`src/rtl/cmdline_pkg.sv`:
```
package cmdline_pkg;

    typedef enum logic [1:0] {
        RT_NONE        = 2'd0,
        RT_SHORT       = 2'd1,
        RT_SHORT_NOCRC = 2'd2,
        RT_LONG        = 2'd3
    } rsp_kind_t;

    typedef enum logic [2:0] {
        ST_IDLE,
        ST_SEND,
        ST_WAIT,
        ST_RECV,
        ST_GAP
    } seq_state_t;

    localparam int FRAME_SHORT = 48;
    localparam int FRAME_LONG  = 136;
    localparam int CMD_BODY    = 40;

    // One serial step of CRC7, generator x^7 + x^3 + 1
    function automatic logic [6:0] crc7_next(logic [6:0] c, logic b);
        logic fb;
        fb = b ^ c[6];
        return {c[5:3], c[2] ^ fb, c[1:0], fb};
    endfunction

endpackage

```
`src/rtl/cmdline_crc7.sv`:
```
module cmdline_crc7
    import cmdline_pkg::*;
(
    input  logic       clk,
    input  logic       rst_n,
    input  logic       clr,
    input  logic       en,
    input  logic       din,
    output logic [6:0] crc
);

    always_ff @(posedge clk or negedge rst_n) begin
        if (!rst_n)
            crc <= '0;
        else if (clr)
            crc <= '0;
        else if (en)
            crc <= crc7_next(crc, din);
    end

endmodule

```
`src/rtl/cmdline_rx.sv`:
```
module cmdline_rx
    import cmdline_pkg::*;
(
    input  logic                  clk,
    input  logic                  rst_n,
    input  logic                  start,
    input  logic                  shift_en,
    input  logic                  din,
    input  logic                  long_frame,
    output logic                  last,
    output logic [FRAME_LONG-1:0] frame,
    output logic                  crc_ok,
    output logic                  dir_ok,
    output logic                  end_ok
);

    localparam int PW = $clog2(FRAME_LONG + 1);

    logic [FRAME_LONG-2:0] sh;
    logic [PW-1:0]         pos;
    logic [PW-1:0]         len_m1;
    logic                  crc_take;
    logic [6:0]            crc;

    assign len_m1   = long_frame ? PW'(FRAME_LONG - 1) : PW'(FRAME_SHORT - 1);
    assign last     = shift_en && (pos == len_m1);
    assign frame    = {sh, din};
    // long replies: header (8 bits) and trailer left out of the check
    assign crc_take = shift_en && (long_frame ? (pos >= PW'(8) && pos < PW'(FRAME_LONG - 8))
                                              : (pos < PW'(CMD_BODY)));
    assign crc_ok   = (crc == frame[7:1]);
    assign dir_ok   = long_frame ? !sh[FRAME_LONG-3] : !sh[FRAME_SHORT-3];
    assign end_ok   = din;

    always_ff @(posedge clk or negedge rst_n) begin
        if (!rst_n) begin
            sh  <= '0;
            pos <= '0;
        end else if (start) begin
            sh  <= '0;           // start bit (0) is the first bit held
            pos <= PW'(1);
        end else if (shift_en) begin
            sh  <= {sh[FRAME_LONG-3:0], din};
            pos <= pos + PW'(1);
        end
    end

    cmdline_crc7 u_crc (
        .clk (clk),
        .rst_n(rst_n),
        .clr (start),
        .en  (crc_take),
        .din (din),
        .crc (crc)
    );

endmodule

```
`src/rtl/cmdline_seq.sv`:
```
module cmdline_seq
    import cmdline_pkg::*;
#(
    parameter int NRC      = 8,
    parameter int NCC      = 8,
    parameter int NCR_MAX  = 64,
    parameter int ID_EXTRA = 136
) (
    input  logic                  clk,
    input  logic                  rst_n,
    input  logic                  req_valid,
    output logic                  req_ready,
    input  logic [5:0]            req_index,
    input  logic [31:0]           req_arg,
    input  logic [1:0]            req_rtype,
    output logic                  rsp_valid,
    output logic [FRAME_LONG-1:0] rsp_frame,
    output logic                  rsp_timeout,
    output logic                  rsp_crc_err,
    output logic                  rsp_frame_err,
    output logic                  card_clk_en,
    output logic                  cmd_out,
    output logic                  cmd_oe,
    input  logic                  cmd_in
);

    localparam int CMAX = NCC + ID_EXTRA + NRC + NCR_MAX + FRAME_SHORT;
    localparam int CW   = $clog2(CMAX + 1);

    seq_state_t            state;
    rsp_kind_t             kind;
    logic [CW-1:0]         cnt;
    logic [CW-1:0]         gap_len;
    logic [CMD_BODY-1:0]   tx_sh;
    logic [6:0]            tx_crc;
    logic [2:0]            crc_sel;
    logic                  accept;
    logic                  tx_body;
    logic                  no_answer;
    logic                  start_seen;
    logic                  rx_last;
    logic [FRAME_LONG-1:0] rx_frame;
    logic                  rx_crc_ok, rx_dir_ok, rx_end_ok;

    assign accept     = (state == ST_IDLE) && req_valid;
    assign tx_body    = (state == ST_SEND) && (cnt < CW'(CMD_BODY));
    assign start_seen = (state == ST_WAIT) && !cmd_in;
    assign no_answer  = (state == ST_WAIT) && cmd_in && (cnt == CW'(NCR_MAX - 1));
    assign crc_sel    = 3'(CW'(FRAME_SHORT - 2) - cnt);

    // state register and counters
    always_ff @(posedge clk or negedge rst_n) begin
        if (!rst_n) begin
            state   <= ST_IDLE;
            kind    <= RT_NONE;
            cnt     <= '0;
            gap_len <= CW'(1);
            tx_sh   <= '0;
        end else begin
            unique case (state)
                ST_IDLE: if (accept) begin
                    tx_sh <= {2'b01, req_index, req_arg};
                    kind  <= rsp_kind_t'(req_rtype);
                    cnt   <= '0;
                    state <= ST_SEND;
                end
                ST_SEND: begin
                    if (tx_body) tx_sh <= {tx_sh[CMD_BODY-2:0], 1'b0};
                    if (cnt == CW'(FRAME_SHORT - 1)) begin
                        cnt <= '0;
                        if (kind == RT_NONE) begin
                            gap_len <= CW'(NCC);
                            state   <= ST_GAP;
                        end else begin
                            state   <= ST_WAIT;
                        end
                    end else begin
                        cnt <= cnt + CW'(1);
                    end
                end
                ST_WAIT: begin
                    if (start_seen) begin
                        state <= ST_RECV;
                    end else if (no_answer) begin
                        gap_len <= (kind == RT_LONG) ? CW'(NCC + ID_EXTRA) : CW'(NCC);
                        cnt     <= '0;
                        state   <= ST_GAP;
                    end else begin
                        cnt <= cnt + CW'(1);
                    end
                end
                ST_RECV: if (rx_last) begin
                    gap_len <= CW'(NRC);
                    cnt     <= '0;
                    state   <= ST_GAP;
                end
                ST_GAP: begin
                    if (cnt == gap_len - CW'(1)) state <= ST_IDLE;
                    else                         cnt   <= cnt + CW'(1);
                end
                default: state <= ST_IDLE;
            endcase
        end
    end

    // line and handshake outputs
    always_comb begin
        req_ready   = (state == ST_IDLE);
        card_clk_en = (state != ST_IDLE);
        cmd_oe      = (state == ST_SEND);
        cmd_out     = 1'b1;
        if (state == ST_SEND) begin
            if (cnt < CW'(CMD_BODY))             cmd_out = tx_sh[CMD_BODY-1];
            else if (cnt < CW'(FRAME_SHORT - 1)) cmd_out = tx_crc[crc_sel];
            else                                 cmd_out = 1'b1;
        end
    end

    // reply report
    always_ff @(posedge clk or negedge rst_n) begin
        if (!rst_n) begin
            rsp_valid     <= 1'b0;
            rsp_frame     <= '0;
            rsp_timeout   <= 1'b0;
            rsp_crc_err   <= 1'b0;
            rsp_frame_err <= 1'b0;
        end else begin
            rsp_valid <= 1'b0;
            if (no_answer) begin
                rsp_valid     <= 1'b1;
                rsp_frame     <= '0;
                rsp_timeout   <= 1'b1;
                rsp_crc_err   <= 1'b0;
                rsp_frame_err <= 1'b0;
            end else if (rx_last) begin
                rsp_valid     <= 1'b1;
                rsp_frame     <= rx_frame;
                rsp_timeout   <= 1'b0;
                rsp_crc_err   <= (kind != RT_SHORT_NOCRC) && !rx_crc_ok;
                rsp_frame_err <= !rx_end_ok || !rx_dir_ok;
            end
        end
    end

    cmdline_crc7 u_txcrc (
        .clk  (clk),
        .rst_n(rst_n),
        .clr  (accept),
        .en   (tx_body),
        .din  (tx_sh[CMD_BODY-1]),
        .crc  (tx_crc)
    );

    cmdline_rx u_rx (
        .clk       (clk),
        .rst_n     (rst_n),
        .start     (start_seen),
        .shift_en  (state == ST_RECV),
        .din       (cmd_in),
        .long_frame(kind == RT_LONG),
        .last      (rx_last),
        .frame     (rx_frame),
        .crc_ok    (rx_crc_ok),
        .dir_ok    (rx_dir_ok),
        .end_ok    (rx_end_ok)
    );

endmodule

```
`config.mk`:
```
export PLATFORM = sky130hd
export DESIGN_NAME = cmdline_seq
export DESIGN_NICKNAME = d
export VERILOG_FILES = /design/src/rtl/cmdline_pkg.sv /design/src/rtl/cmdline_crc7.sv /design/src/rtl/cmdline_rx.sv /design/src/rtl/cmdline_seq.sv
export SDC_FILE = /design/constraint.sdc
export NUM_CORES = 1
export LEC_CHECK = 0
export BUFFER_PORTS_ARGS = -buffer_cell sky130_fd_sc_hd__buf_2
export CORE_MARGIN = 2
export CORE_UTILIZATION = 24
export CTS_CLUSTER_SIZE = 30
export DETAILED_ROUTE_END_ITERATION = 10
export GPL_TIMING_DRIVEN = 0
export PLACE_DENSITY = 0.37
export SLEW_MARGIN = 20
export SYNTH_ARGS = -nofsm -noshare
export SYNTH_HDL_FRONTEND = slang
export SYNTH_SLANG_ARGS = --single-unit
export TNS_END_PERCENT = 20
```
`constraint.sdc`:
```
create_clock -name clk -period 6.73 [get_ports clk]
set_input_delay 1.0095 -clock clk [delete_from_list [all_inputs] [get_ports clk]]
set_output_delay 1.0095 -clock clk [all_outputs]
set_load 0.1 [all_outputs]
```
# [Word-level counts from Yosys, hierarchy flattened]
# Cells that the tools add are included.
[word_totals] inputBits=44 reg_bits=360 output_inout_bits=144
[classes] n_eq_ne=21 n_lt_le_gt_ge=6 bitwise=4 add_sub_neg=4 reduce_logical=30 mux=51
[op_table] cell="136-bit two-way mux" n=2
[op_table] cell="135-bit two-way mux" n=2
[op_table] cell="9-bit two-way mux" n=11
[op_table] cell="40-bit two-way mux" n=2
[op_table] cell="40-bit case mux with 2 select lines" n=1
[op_table] cell="9-bit case mux with 5 select lines" n=1
[op_table] cell="8-bit two-way mux" n=4
[op_table] cell="7-bit two-way mux" n=4
[op_table] cell="9-bit case mux with 3 select lines" n=1
[op_table] cell="3-bit two-way mux" n=7
[op_table] cell="9-bit by 6-bit equality test with 1-bit output (second input constant)" n=2
[op_table] cell="9-bit by 6-bit less-than comparator with 1-bit output (second input constant)" n=2
[op_table] cell="3-bit case mux with 5 select lines" n=1
[op_table] cell="1-bit two-way mux" n=14
[op_table] cell="2-bit inequality test (second input constant)" n=6
[op_table] cell="5-bit AND reduction" n=2
[op_table] cell="2-bit nonzero test" n=5
[op_table] cell="9-bit by 1-bit adder with 9-bit output (second input constant)" n=1
[op_table] cell="9-bit equality test" n=1
[op_table] cell="1-bit logical AND" n=9
[op_table] cell="9-bit by 1-bit subtractor with 9-bit output (second input constant)" n=1
[op_table] cell="8-bit by 1-bit adder with 8-bit output (second input constant)" n=1
[op_table] cell="8-bit equality test" n=1
[op_table] cell="8-bit by 4-bit >= comparator with 1-bit output (second input constant)" n=1
[op_table] cell="22 further kinds" n=34

# [Longest topological paths before layout]
[depth] word_depth=6 depth_mapped=10

# [Hierarchy]
# From an unflattened synthesis, not the netlist that was laid out.
[unflattened] cells_unflattened=1328 hier_area_um2=15218.3
[modules_own_cells] module="cmdline_seq" seq_area_each_um2=4931.0 instances=1 cells_each=774 area_each_um2=8640.8
[modules_own_cells] module="cmdline_rx" seq_area_each_um2=3578.4 instances=1 cells_each=498 area_each_um2=5962.0
[modules_own_cells] module="cmdline_crc7" seq_area_each_um2=175.2 instances=2 cells_each=28 area_each_um2=307.8

# [Worst setup path before layout]
# No wires, ideal clock.
[synth_path] path_type="flip-flop to output port" startpoint="reg state[0]" endpoint="out card_clk_en" required_ns=5.720 path_stages_with_launch=4 n_path_buf=1 path_slack_ns=1.680 arrival_time_ns=4.040 cell_sequence="dfrtp_1 -> buf_2 -> nor3_1 -> inv_1"
[synth_via] elab_chain_len=1
[synth_lines] item="from (decl)" line_no="cmdline_seq.sv:30" rtl="seq_state_t state;"
[synth_lines] item="from (signal assigned)" line_no="cmdline_seq.sv:54" rtl="state <= ST_IDLE;"
[synth_lines] item="from (signal assigned)" line_no="cmdline_seq.sv:65" rtl="state <= ST_SEND;"
[synth_lines] item="from (signal assigned)" line_no="cmdline_seq.sv:73" rtl="state <= ST_GAP;"
[synth_lines] item="3-bit nonzero test" line_no="cmdline_seq.sv:109" rtl="card_clk_en = (state != ST_IDLE);"
[synth_lines] item="to (decl)" line_no="cmdline_seq.sv:21" rtl="output logic card_clk_en,"
# Every way passes these cells.

# [Worst setup path in the final report]
[layout_path] startpoint="reg state[1]" endpoint="out cmd_out"
[layout_via] elab_chain_len=2
[layout_lines] item="3-bit by 1-bit equality test with 1-bit output" line_no="cmdline_seq.sv:112" rtl="if (state == ST_SEND) begin"
[layout_lines] item="1-bit two-way mux" line_no="cmdline_seq.sv:112"
[layout_lines] item="to (decl)" line_no="cmdline_seq.sv:22" rtl="output logic cmd_out,"
# Every way passes these cells.

==> metrics.yaml <==
grt.overflow.total: 0
drive_gt1_share_pct: 15.5
cts_num_sinks: 354
hold_viol_final: 0
htreeDepth: 2
post-route-min-period_ns: 3.90
ys_seq_area_share_pct: 59.8
synth_commonest_cells: "645 x nand2_1, 353 x dfrtp_1, 149 x nand3_1, 144 x a21oi_1, 82 x clkbuf_1"
cpPeakStageDelay_ns: 0.37
met2_usage_pct: 22.4
tns_ns: 0
finalClockSkew_ns: 0.0152
grt_max_degree: 93
drtIter0Drc: 653
end_kind: "output port"
grt_busiest_layer: "met2"
vdd_drop_max_mv: 0.143
grt_pass1_vias: 12275
num_rows: 91
ys_top_cells_by_area: "dfrtp_1 60%, nand2_1 16%, nand3_1 5.0%"
netlist_area_um2: 14800
slew_viol_final: 0
max-slew-margin-rel_pct: 31.2
cts-buffers-inserted: 45
die_h_um: 252
cpMostUsedCell: "buf_2"
drv_cap: 0
setup_ws_ns: 2.83
viasPerCell: 4.46
grt_pass1_wl_um: 70200
start_util_pct: 24.1
netlist.top_cell.by_area: "dfrtp_1"
period_share_pct: 58.0
syn-num-nets: 1707
ant_nets: 0
cp_max_fo: 10
fmax_mhz: 256
fillers: 6560
netlist_instances: 1659
place_hpwl_um: 30100
yosysWarnings: 0
crit_arrival_ns: 2.89
hold_slack_ns: 0.371
synth_most_common_cell: "nand2_1"
yosysTopAreaCellShare_pct: 59.6
p_per_area_nw_per_um2: 270
cts_root_buf: "clkbuf_16"
status: "finished clean"
cts_resized: 0
gp_congestion: 0.764
synthArstFlopShare_pct: 100
synth_area_per_cell_um2: 8.93
area_delta_synth_final_pct: 23.6
cp.required_ns: 5.72
drt_wl_total_um: 44500
min_path_type: "input pin to asynchronous set/reset pin"
power_mw: 4.95
synth_edf_count: 0
cts_buffer_depth: 3
worst_slew_pin_slew_ns: 1.03
ys.flop_type: "dfrtp_1"
clkTransAtPathRegs_ns: 0.06
core_um2: 61400
leakagePower_nw: 7.99
critPathLaunchType: "flop"
met3_usage_pct: 3.17
vias: 12139
drc: 0
setup_violations: 0
grt_usage_pct: 13.9
fin_util_pct: 29.8
portBuffers: 187
crit_type: "flop to output port"
slowest_stage: "dfrtp_1"
dr.pass1.iters: 4
nNetsFinal: 1945
rsz0062_at_grt: "no"
synthDistinctLibCells: 54
antenna_found_initial: 1
place_ws_ns: 3.34
insertion_delay_ns: 0.57
hold_buffers: 0
grt_use_met1_pct: 18.7
ios: 188
ys_ff_latch: 354
postCtsSetupRepairBufs: 0
wl_per_cell_um: 16.4
die_x_um: 252
die_area_um2: 63700
cts_tree: "done"
worstPathCellList: "buf_6 > or3b_1 > buf_2 > inv_1 > buf_2 > nand3_1 > nor2_1 > a41oi_1 > buf_2"
diodes: 0
kinds of logic (layout without fill, tap and decap cells):
kind of cell	Yosys count	in the layout	share of synthesized area [%]
compound gates	233	233	9.10
mux	11	11	0.836
fa+ha+maj	4	4	0.338
xor+xnor	21	21	1.24
buf+inv	131	401	3.61
flops	354	354	59.8
simple gates	905	905	25.1
worst max-delay path: cells and delay by family (launching register included):
| kind | cells | cell delay (ns) |
|---|---|---|
| buffers and inverters | 5 | 1.14 |
| AND/OR/NAND/NOR | 3 | 0.73 |
| flip-flops | 1 | 0.37 |
| AO/OA/AOI/OAI | 1 | 0.07 |
per-stage QoR:
| stage | cell area, um^2 | std cells |
|---|---|---|
| floorplan | 14800 | 1659 |
| global placement | 16700 | 2636 |
| detailed placement | 16900 | 2640 |
| CTS | 18300 | 2719 |
| global route | 18300 | 2719 |
| finish | 18300 | 2719 |
state kept, by name (all words and copies together), names as in the netlist, 7 cells and up:
signal	count
u_rx.sh	135
u_rx.u_crc.crc	7
rsp_frame	136
cnt	9
tx_sh	40
u_txcrc.crc	7
u_rx.pos	8
cell usage in the layout, fill, tap and decap left out, types with 3 or more instances in the layout:
cell	n
clkbuf_8	11
nand2b_1	5
xnor2_1	12
clkinv_2	11
o31ai_1	6
o21ai_0	21
clkbuf_16	47
clkbuf_1	89
a31oi_1	40
xor2_1	9
and2_1	5
nand2_1	645
buf_16	4
nand4_1	3
buf_1	12
and3_1	7
buf_2	209
a21oi_1	144
nor2b_1	5
nand3_1	149
nor3_1	6
inv_1	12
nor2_1	68
mux2i_1	9
or3_1	3
dfrtp_1	353
ha_1	4
report_power, final:
part	total, mW	internal (mW)	switching [mW]
logic	0.306	0.108	0.198
clock network	2.38	1.43	0.957
registers	2.26	2.20	0.0614
layout make-up:
class | count | area [um^2] | share of cell area [%]
clock buffers | 66 | 1360 | 7.41
inverters | 12 | 45.0 | 0.246
plain buffers | 119 | 492 | 2.68
repair buffers | 191 | 1060 | 5.77
multi-input cells | 1174 | 5420 | 29.6
well taps | 790 | 988 | 5.40
flip-flops and latches | 354 | 8860 | 48.4
clock inverters | 13 | 93.8 | 0.512
metal layers:
| layer | part of all wire (%) | vias to the layer above |
|---|---|---|
| li1 | - | 5939 |
| met1 | 47 | 5932 |
| met2 | 46 | 200 |
| met3 | 5.0 | 66 |
| met4 | 2.0 | 2 |
| met5 | 0.029 | - |
final timing paths:
kind                       depth (start not counted)             to  slack (ns)         from
hold / removal                                     1      tx_sh[24]        0.37        rst_n
min in group clk                                   2    rsp_timeout        0.47  rsp_timeout
setup / recovery                                   9        cmd_out        2.83     state[1]
hold reg to reg                                    2    rsp_timeout        0.47  rsp_timeout
setup reg to reg                                   8   u_rx.sh[126]        3.87     state[1]
max in group asynchronous                          3  rsp_frame[73]        5.09        rst_n
Power figures use the tool's default switching activity.
